## config.mk

```make
export PLATFORM = sky130hd
export DESIGN_NAME = sha1_sched_unit
export DESIGN_NICKNAME = d
export VERILOG_FILES = /design/src/rtl/sha1_sched_pkg.sv /design/src/rtl/sha1_scalar_rot.sv /design/src/rtl/sha1_sched_stage0.sv /design/src/rtl/sha1_sched_stage1.sv /design/src/rtl/sha1_sched_unit.sv
export SDC_FILE = /design/constraint.sdc
export NUM_CORES = 1
export LEC_CHECK = 0
export BUFFER_PORTS_ARGS = -buffer_cell sky130_fd_sc_hd__buf_2
export CORE_AREA = 2 2 199 201
export DETAILED_ROUTE_END_ITERATION = 16
export DIE_AREA = 0 0 201 203
export HOLD_SLACK_MARGIN = 0.15
export PLACE_DENSITY = 0.49
export SLEW_MARGIN = 20
export SYNTH_ARGS = -nofsm -noshare
export SYNTH_HDL_FRONTEND = slang
export SYNTH_SLANG_ARGS = --single-unit
```

## constraint.sdc

```tcl
create_clock -name clk -period 1.2 [get_ports clk]
set_clock_uncertainty 0.05 [all_clocks]
set_input_delay 0.24 -clock clk [delete_from_list [all_inputs] [get_ports clk]]
set_output_delay 0.24 -clock clk [all_outputs]
set_load 0.02 [all_outputs]
```

## src/rtl/sha1_sched_pkg.sv

```systemverilog
package sha1_sched_pkg;
   typedef enum logic [1:0] {
      OP_ROTATE = 2'b00,
      OP_STAGE0 = 2'b01,
      OP_STAGE1 = 2'b10,
      OP_RSVD   = 2'b11
   } sched_op_e;
endpackage

```

## src/rtl/sha1_scalar_rot.sv

```systemverilog
module sha1_scalar_rot #(
   parameter int LANE_W = 32,
   parameter int LANES  = 4,
   parameter int ROT_R  = 2,
   localparam int VEC_W = LANE_W * LANES
) (
   input  logic [VEC_W-1:0] src,
   output logic [VEC_W-1:0] dst
);
   logic [LANE_W-1:0] word;

   if (ROT_R <= 0 || ROT_R >= LANE_W) begin : g_bad_rot
      $error("sha1_scalar_rot: ROT_R out of range");
   end

   assign word = src[LANE_W-1:0];

   always_comb begin
      dst = '0;
      dst[LANE_W-1:0] = (word >> ROT_R) | (word << (LANE_W - ROT_R));
   end
endmodule

```

## src/rtl/sha1_sched_stage0.sv

```systemverilog
module sha1_sched_stage0 #(
   parameter int LANE_W = 32,
   parameter int LANES  = 4,
   localparam int VEC_W = LANE_W * LANES,
   localparam int HALF  = VEC_W / 2
) (
   input  logic [VEC_W-1:0] acc,
   input  logic [VEC_W-1:0] opn,
   input  logic [VEC_W-1:0] opm,
   output logic [VEC_W-1:0] dst
);
   logic [VEC_W-1:0] spliced;

   if (LANES % 2 != 0) begin : g_bad_lanes
      $error("sha1_sched_stage0: LANES must be even");
   end

   assign spliced = {opn[HALF-1:0], acc[VEC_W-1:HALF]};
   assign dst     = spliced ^ acc ^ opm;
endmodule

```

## src/rtl/sha1_sched_stage1.sv

```systemverilog
module sha1_sched_stage1 #(
   parameter int LANE_W  = 32,
   parameter int LANES   = 4,
   parameter int ROT_A   = 1,
   parameter int ROT_FIX = 2,
   localparam int VEC_W  = LANE_W * LANES
) (
   input  logic [VEC_W-1:0] acc,
   input  logic [VEC_W-1:0] opn,
   output logic [VEC_W-1:0] dst
);
   logic [VEC_W-1:0]  mixed;
   logic [LANE_W-1:0] fix_word;

   if (ROT_A <= 0 || ROT_A >= LANE_W || ROT_FIX <= 0 || ROT_FIX >= LANE_W) begin : g_bad_rot
      $error("sha1_sched_stage1: rotate amount out of range");
   end

   assign mixed    = acc ^ (opn >> LANE_W);
   assign fix_word = (mixed[LANE_W-1:0] << ROT_FIX) |
                     (mixed[LANE_W-1:0] >> (LANE_W - ROT_FIX));

   for (genvar i = 0; i < LANES; i++) begin : g_lane
      logic [LANE_W-1:0] w;
      logic [LANE_W-1:0] r;
      assign w = mixed[i*LANE_W +: LANE_W];
      assign r = (w << ROT_A) | (w >> (LANE_W - ROT_A));
      if (i == LANES - 1) begin : g_top
         assign dst[i*LANE_W +: LANE_W] = r ^ fix_word;
      end else begin : g_plain
         assign dst[i*LANE_W +: LANE_W] = r;
      end
   end
endmodule

```

## src/rtl/sha1_sched_unit.sv

```systemverilog
module sha1_sched_unit #(
   parameter int LANE_W = 32,
   parameter int LANES  = 4,
   localparam int VEC_W = LANE_W * LANES
) (
   input  logic             clk,
   input  logic             rst,
   input  logic             in_valid,
   input  logic [1:0]       op,
   input  logic [VEC_W-1:0] d,
   input  logic [VEC_W-1:0] n,
   input  logic [VEC_W-1:0] m,
   output logic             out_valid,
   output logic [VEC_W-1:0] result
);
   import sha1_sched_pkg::*;

   logic [VEC_W-1:0] rot_val;
   logic [VEC_W-1:0] s0_val;
   logic [VEC_W-1:0] s1_val;
   logic [VEC_W-1:0] next_val;
   logic [VEC_W-1:0] res_q;
   logic             vld_q;

   if (LANE_W != 32 || LANES != 4) begin : g_bad_shape
      $error("sha1_sched_unit: only 4 lanes of 32 bits are defined");
   end

   sha1_scalar_rot #(.LANE_W(LANE_W), .LANES(LANES), .ROT_R(2)) u_rot (
      .src (n),
      .dst (rot_val)
   );

   sha1_sched_stage0 #(.LANE_W(LANE_W), .LANES(LANES)) u_s0 (
      .acc (d),
      .opn (n),
      .opm (m),
      .dst (s0_val)
   );

   sha1_sched_stage1 #(.LANE_W(LANE_W), .LANES(LANES), .ROT_A(1), .ROT_FIX(2)) u_s1 (
      .acc (d),
      .opn (n),
      .dst (s1_val)
   );

   always_comb begin
      case (sched_op_e'(op))
         OP_ROTATE: next_val = rot_val;
         OP_STAGE0: next_val = s0_val;
         OP_STAGE1: next_val = s1_val;
         default:   next_val = '0;
      endcase
   end

   always_ff @(posedge clk) begin
      if (rst) begin
         res_q <= '0;
         vld_q <= 1'b0;
      end else begin
         vld_q <= in_valid;
         if (in_valid) begin
            res_q <= next_val;
         end
      end
   end

   assign out_valid = vld_q;
   assign result    = res_q;
endmodule

```

; Word level (Yosys, flattened, before mapping)
; Index checks and enable logic that the tools add are counted.
[word_totals]
ff_bits = 129
word_cells = 16
inputBits = 389
[op_classes]
eq_ne = 2
reduce_logical = 1
n_bitwise = 10
mux = 1
[op_table]
columns = op, count
row1 = 128-bit case mux with 3 select lines, 1
row2 = 128-bit XOR, 2
row3 = 32-bit by 1-bit OR with 32-bit output, 4
row4 = 128-bit by 96-bit XOR with 128-bit output, 1
row5 = 30-bit by 32-bit OR with 32-bit output, 1
row6 = 32-bit by 2-bit OR with 32-bit output, 1
row7 = 32-bit XOR, 1
row8 = 2-bit by 1-bit equality test with 1-bit output (second input constant), 1
row9 = 2-bit equality test (second input constant), 1
row10 = 2-bit logical NOT, 1

; Longest topological paths before layout
; Gate-level depths: netlist of run 1.
[depth]
word_depth = 4
depth_mapped = 6

; Cells and area by module
; From an unflattened synthesis of run 1, not the netlist that was laid out.
[hier_totals]
cells_unflattened = 1256
area_unflattened_um2 = 14032.2
[by_module_without_submodules]
columns = module, area_each_um2, n_inst, cells_per_inst
row1 = sha1_sched_unit, 8423.1, 1, 871
row2 = sha1_sched_stage0, 3042.9, 1, 128
row3 = sha1_sched_stage1, 1601.5, 1, 128
row4 = sha1_scalar_rot, 964.7, 1, 129

; Worst setup path after synthesis of run 1
; No wires, ideal clock.
[synth_path]
kind = input -> register
startpoint = input op[1]
endpoint = register res_q[0] (netlist: result[0])
path_stages = 6
setup_time_ns = 0.122
setup_slack_ns = -0.093
arrival_ns = 1.121
n_path_buf = 3
path_cell_list = buf_6 buf_4 clkbuf_1 nor2_1 a211oi_2 a221o_1
[synth_between]
elab_chain_cells = 2
word_cells_on_any_way = 4
[synth_rtl]
columns = item, line_no
row1 = "start, declared", sha1_sched_unit.sv:9  ; input logic [1:0] op,
row2 = "2-bit equality test, or another cell as far along", sha1_sched_unit.sv:48  ; case (sched_op_e'(op))
row3 = 128-bit case mux with 3 select lines (*), sha1_sched_unit.sv:48
row4 = "end signal, assigned", sha1_sched_unit.sv:63  ; res_q <= next_val;
row5 = "end, declared", sha1_sched_unit.sv:22  ; logic [VEC_W-1:0] res_q;
; Mark *: on every way between the ends. The rest lies on a longest branch, timed or not.
; A chain may end at the register's enable or synchronous reset.

; Worst setup path in the final report of run 1
[layout_path]
startpoint = register res_q[54] (netlist: result[54])
endpoint = output result[54]
[layout_lines]
columns = item, line_no
row1 = "end, declared", sha1_sched_unit.sv:14  ; output logic [VEC_W-1:0] result
; No word-level cell between the ends.

==> results.json, run 1 <==
{
  "post-place-ws_ns": -0.6120,
  "setup_violations": 4,
  "hold_path_class": "in2reg",
  "ir_drop_uv": 835.3,
  "crit_buf_inv": 1,
  "critPathTopFamily": "flip-flops",
  "drc": 0,
  "reg2reg_slack_ns": 0.17,
  "track_usage": 0.1911,
  "slew_headroom": 0.5082,
  "worstMarginPinSlew_ns": 0.7359,
  "port_buffers": 517,
  "wl_mm": 40.40,
  "rsz0062_at_grt": "yes",
  "clkLatencyLatePin_ns": 0.43,
  "grt_max_degree": 39,
  "drtIter0Drc": 292,
  "via_per_inst": 4.541,
  "path_cells": "buf_6",
  "syn_nets": 1197,
  "final_common_cell": "buf_2",
  "cellLeakagePower_uw": 0.007317,
  "drtPass1Iterations": 4,
  "grt_pass1_wl_mm": 58.92,
  "period_minus_slack_ns": 1.215,
  "arrival_ns": 0.93,
  "worst-path-max-fanout": 2,
  "setup_slack_ns": -0.01504,
  "clk_pin_slew_ns": 0.06,
  "avgSynthCellArea_sq_um": 11.30,
  "finalHoldViolCount": 0,
  "timing.final.crit_share": 1.013,
  "wl_per_cell_microns": 20.44,
  "drv_cap": 0,
  "cts_max_level": 4,
  "yosys_warnings": 0,
  "drive_above_1_share": 0.5886,
  "violations": "negative setup slack",
  "pin_count": 518,
  "final_util": 0.3991,
  "outcome": "finished with violations",
  "root_buffer": "clkbuf_16",
  "gr-total-overflow": 0,
  "drv_slew": 0,
  "pwr_density_cell_nw_per_um2": 1002,
  "synth_area_sq_um": 9134,
  "ant_nets": 0,
  "area.growth.synth_to_final_pct": 68.10,
  "synthDistinctLibCells": 24,
  "slowest_stage": "dfxtp_2",
  "first_global_vias": 9632,
  "nFillCells": 3852,
  "nets": 1832,
  "end_kind": "primary output",
  "initial_core_util": 0.2374,
  "die_area_sq_um": 40800,
  "yosysSeqAreaShare": 0.2827,
  "antenna_found_initial": 1,
  "synth_seq_cells": 129,
  "dp_hpwl_mm": 30.51,
  "criticalPathCategory": "reg2out",
  "clockBufferDepth": 2,
  "core_area_sq_um": 38470,
  "cts_inserted_buffers": 17,
  "die_w_microns": 201,
  "gp_congestion": 0.8815,
  "die_h_microns": 203,
  "layout_common_cells": "382 x buf_2, 160 x xnor2_1, 129 x buf_6",
  "fmax_ghz": 0.8230,
  "max_stage_delay_ns": 0.36,
  "required_ns": 0.91,
  "cp-start-kind": "register",
  "cts_tree": "yes",
  "cts.sinks": 129,
  "row_count": 72,
  "syn_inst": 808,
  "via_count": 8974
}
==> worst min-delay path, delay by kind of cell <==
kind	cells	cell delay (ns)
buffers and inverters	1	0.13
xor gates and xnor gates	1	0.10
AOI/OAI and AO/OA	1	0.15
==> through the flow <==
stage	power (uW)	hold slack (ns)	TNS, ns	area (sq um)	std cells
detailed placement	9449	0.3912	-43.72	13210	1886
floorplan	7314	0.3754	-1.207	9204	808
finish	15390	0.1782	-0.02793	15350	1976
global placement	9440	0.3894	-43.28	13210	1886
global route	16090	0.1771	-2.534	15350	1975
CTS	15570	0.1512	-1.995	15240	1970
==> registers in the layout, indices dropped and copies added, names as in the netlist <==
| register | count |
|---|---|
| out_valid | 1 |
| result | 128 |
==> power by group <==
group / internal, uW / switching (uW)
Combinational: 2920 / 2240
Clock: 3370 / 2090
Sequential: 4580 / 186
Total: 10900 / 4510
==> metal layers <==
metal | wire length [microns] | vias up | global-route usage
met3 | 2471 | 34 | 0.04831
met4 | 815 | 0 | 0.05714
met5 | 0 | - | 0
met2 | 20480 | 339 | 0.3469
met1 | 16630 | 4315 | 0.2204
li1 | - | 4286 | -
==> cell type report <==
class / count / area (sq um) / area share
Antenna cell: 2 / 5.005 / 0.0003260
Clock inverter: 9 / 131.4 / 0.008557
Sequential cell: 129 / 2746 / 0.1789
Timing Repair Buffer: 674 / 4996 / 0.3254
Multi-Input combinational cell: 620 / 6355 / 0.4139
Inverter: 1 / 3.754 / 0.0002445
Clock buffer: 23 / 467.9 / 0.03048
Tap cell: 518 / 648.1 / 0.04221
==> cell usage after synthesis <==
| cell | instances | area, sq um |
|---|---|---|
| xor3_1 | 32 | 760.7 |
| buf_4 | 1 | 7.510 |
| a211oi_1 | 2 | 15.01 |
| a22o_1 | 64 | 560.5 |
| nor2_1 | 34 | 127.6 |
| buf_2 | 25 | 125.1 |
| nand2b_1 | 3 | 18.77 |
| nor2b_1 | 1 | 6.260 |
| dfxtp_1 | 129 | 2582 |
| xnor2_1 | 160 | 1401 |
| nand3b_1 | 1 | 7.510 |
| nand2_1 | 66 | 247.7 |
| buf_1 | 1 | 3.750 |
| or3b_1 | 1 | 8.760 |
| a221o_1 | 32 | 320.3 |
| xor2_1 | 32 | 280.3 |
| buf_6 | 4 | 45.04 |
| o221ai_1 | 32 | 280.3 |
| o22ai_1 | 64 | 400.4 |
| xnor3_1 | 64 | 1441 |
| a21oi_2 | 1 | 8.760 |
| a211oi_2 | 30 | 375.4 |
| inv_2 | 1 | 3.750 |
| clkbuf_1 | 28 | 105.1 |
==> path summary, 6_finish.rpt <==
kind          startpoint          end  cells after the start
max reg2reg   result[17]   result[17]                      3
min reg2reg  result[126]  result[126]                      2
max           result[54]   result[54]                      1
min               d[110]  result[111]                      3
==> kinds of logic after synthesis <==
kind of cell / synth area share
xor gates and xnor gates: 0.4252
AOI/OAI and AO/OA: 0.2147
DFF: 0.2827
and+or+nand+nor: 0.04562
buffers and inverters: 0.03178
==> repair_timing <==
action / 4_1_cts / 5_1_grt
buffers inserted: 25 / 8
hold buffers: 26 / 0
endpoints found under the hold margin: 26 / 0
setup endpoints to repair: 161 / 169
resized for setup: 389 / 8
cloned: 1 / 1
pin swaps: 1 / 7
No activity file was read; power rests on OpenSTA's default activity.
==> run 2: changes to the inputs <==
CELL_PAD_IN_SITES_DETAIL_PLACEMENT = 0   (was not set)
CELL_PAD_IN_SITES_GLOBAL_PLACEMENT = 2   (was not set)
CORE_AREA = not set   (was 2 2 199 201)
CORE_MARGIN = 2   (was not set)
CORE_UTILIZATION = 24   (was not set)
DIE_AREA = not set   (was 0 0 201 203)
PLACE_DENSITY = 0.78   (was 0.49)
RECOVER_POWER = 100   (was not set)
==> results.json, run 2 (synthesis gave the netlist of run 1 again) <==
{
  "ant_nets": 0,
  "p_seq_frac": 0.323,
  "r2r_end": "result[0]",
  "port_buffers": 517,
  "drtIter0Drc": 357,
  "outcome": "finished with violations",
  "setup_violations": 12,
  "clk_pin_slew_ns": 0.07,
  "die_h_microns": 199.1,
  "nFillCells": 3794,
  "die_area_sq_um": 39630,
  "cts.sinks": 129,
  "die_w_microns": 199.1,
  "drive_above_1_share": 0.5850,
  "rr_startpoint": "result[0]",
  "end_kind": "primary output",
  "drc": 0,
  "ir_drop_uv": 969.6,
  "first_global_vias": 9466,
  "cp-start-kind": "register",
  "grt_pass1_wl_mm": 56.58,
  "drv_cap": 0,
  "setup_slack_ns": -0.01970,
  "nets": 1829,
  "arrival_ns": 0.93,
  "clkLatencyLatePin_ns": 0.43,
  "cellLeakagePower_uw": 0.007217,
  "final_common_cell": "buf_2",
  "final_util": 0.4018,
  "finalHoldViolCount": 0,
  "violations": "negative setup slack",
  "wl_per_cell_microns": 20.32,
  "dpl-instance-area_sq_um": 13110,
  "post-place-ws_ns": -0.6160,
  "via_count": 9056,
  "slowest_stage": "dfxtp_4",
  "grtUsageMet3": 0.04388,
  "fmax_ghz": 0.8199,
  "power.clock.fraction": 0.333,
  "worstSetupStartpoint": "out_valid",
  "comb_power_share": 0.344,
  "track_usage": 0.1937,
  "initial_core_util": 0.2431,
  "worst-path-max-fanout": 1,
  "use_met1": 0.2340,
  "pwr_density_cell_nw_per_um2": 976.4,
  "core_area_sq_um": 37580,
  "reg2reg_slack_ns": 0.28,
  "largest_reg_flops": 128,
  "cts_max_level": 4,
  "via_per_inst": 4.609,
  "drtPass1Iterations": 4,
  "cp.depth": 1,
  "met2_usage": 0.3451,
  "rsz0062_at_grt": "yes",
  "top_usage_layer": "met2",
  "layout_common_cells": "383 x buf_2, 160 x xnor2_1, 130 x buf_6",
  "worstMarginPinSlew_ns": 0.4801,
  "antenna_found_initial": 0,
  "reg2reg_depth": 2,
  "timing.final.crit_share": 1.016,
  "slew_headroom": 0.6799,
  "drv_slew": 0,
  "cts_tree": "yes",
  "clockBufferDepth": 2,
  "grt_max_degree": 39,
  "path_cells": "buf_6",
  "wl_mm": 39.94,
  "gp_congestion": 0.8878,
  "final_area_sq_um": 15100,
  "crit_end": "out_valid",
  "hold_path_class": "in2reg",
  "row_count": 71,
  "cellInternalPower_uw": 10220,
  "root_buffer": "clkbuf_16",
  "critPathTopFamily": "flip-flops",
  "max_stage_delay_ns": 0.38,
  "area.growth.synth_to_final_pct": 65.32,
  "dp_hpwl_mm": 31.09,
  "gr-total-overflow": 0,
  "pin_count": 518,
  "required_ns": 0.91,
  "criticalPathCategory": "reg2out",
  "cts_inserted_buffers": 17,
  "swShare": 0.3071,
  "period_minus_slack_ns": 1.220,
  "crit_buf_inv": 1,
  "p_sw_uw": 4527
}
run 2: cell count changes in the layout (fill, tap and decap cells not counted), moves of 2 or more:
cell            before  now
a211oi_1             1    8
a211oi_2            31   24
buf_12              25   18
clkinv_2             2    6
dfxtp_2            128  124
dfxtp_4              1    5
bufinv_16            3    0
clkbuf_2             0    3
clkbuf_1             4    2
dlymetal6s4s_1       5    3
run 2: how the worst min path moves through the flow:
stage / from / end / slack (ns) / cells after the start
2_1_floorplan: in_valid / out_valid / 0.38 / 2
3_3_place_gp: result[123] / result[123] / 0.39 / 2
3_5_place_dp: result[104] / result[104] / 0.39 / 2
4_1_cts: n[77] / result[46] / 0.15 / 4
5_1_grt: d[71] / result[7] / 0.18 / 3
6_report: n[77] / result[46] / 0.19 / 4
run 2: cell type report:
| type | instances | area (sq um) | area share |
|---|---|---|---|
| multi-input combinational | 620 | 6310 | 0.4179 |
| timing repair buffer | 671 | 4852 | 0.3213 |
| sequential | 129 | 2756 | 0.1825 |
| tap | 511 | 639.4 | 0.04234 |
| clock buffer | 22 | 474.2 | 0.03141 |
| clock inverter | 10 | 61.31 | 0.004060 |
| inverter | 1 | 3.754 | 0.0002486 |
| antenna | 1 | 2.502 | 0.0001657 |
run 2: repair_timing:
action                                 in CTS  in global routing
setup buffers                              21                 14
gates cloned                                1                  0
gates resized for setup                   393                  6
hold buffers                               24                  0
endpoints found under the hold margin      24                  0
pin swaps                                   1                  6
setup endpoints to repair                 161                142
run 2: stage by stage:
| step | std cells | power, uW | TNS, ns | hold WS [ns] |
|---|---|---|---|---|
| after floorplan | 808 | 7314 | -1.207 | 0.3754 |
| after global placement | 1875 | 9395 | -41.67 | 0.3895 |
| after detailed placement | 1875 | 9399 | -45.51 | 0.3910 |
| after CTS | 1953 | 14890 | -1.733 | 0.1511 |
| after global routing | 1964 | 15400 | -3.681 | 0.1781 |
| final | 1965 | 14740 | -0.1264 | 0.1864 |
run 2: metal layers:
layer  wire (microns)  share of wire
met5                0              0
met3             2595          0.065
met2            20460           0.51
met4              474          0.012
met1            16410           0.41
run 2: power by group through the flow:
stage	clock, uW	sequential (uW)	combinational [uW]
after floorplan	0	5040	2270
after global placement	0	4750	4640
after detailed placement	0	4750	4640
after CTS	5050	4760	5080
after global routing	5230	4790	5380
final	4900	4770	5070
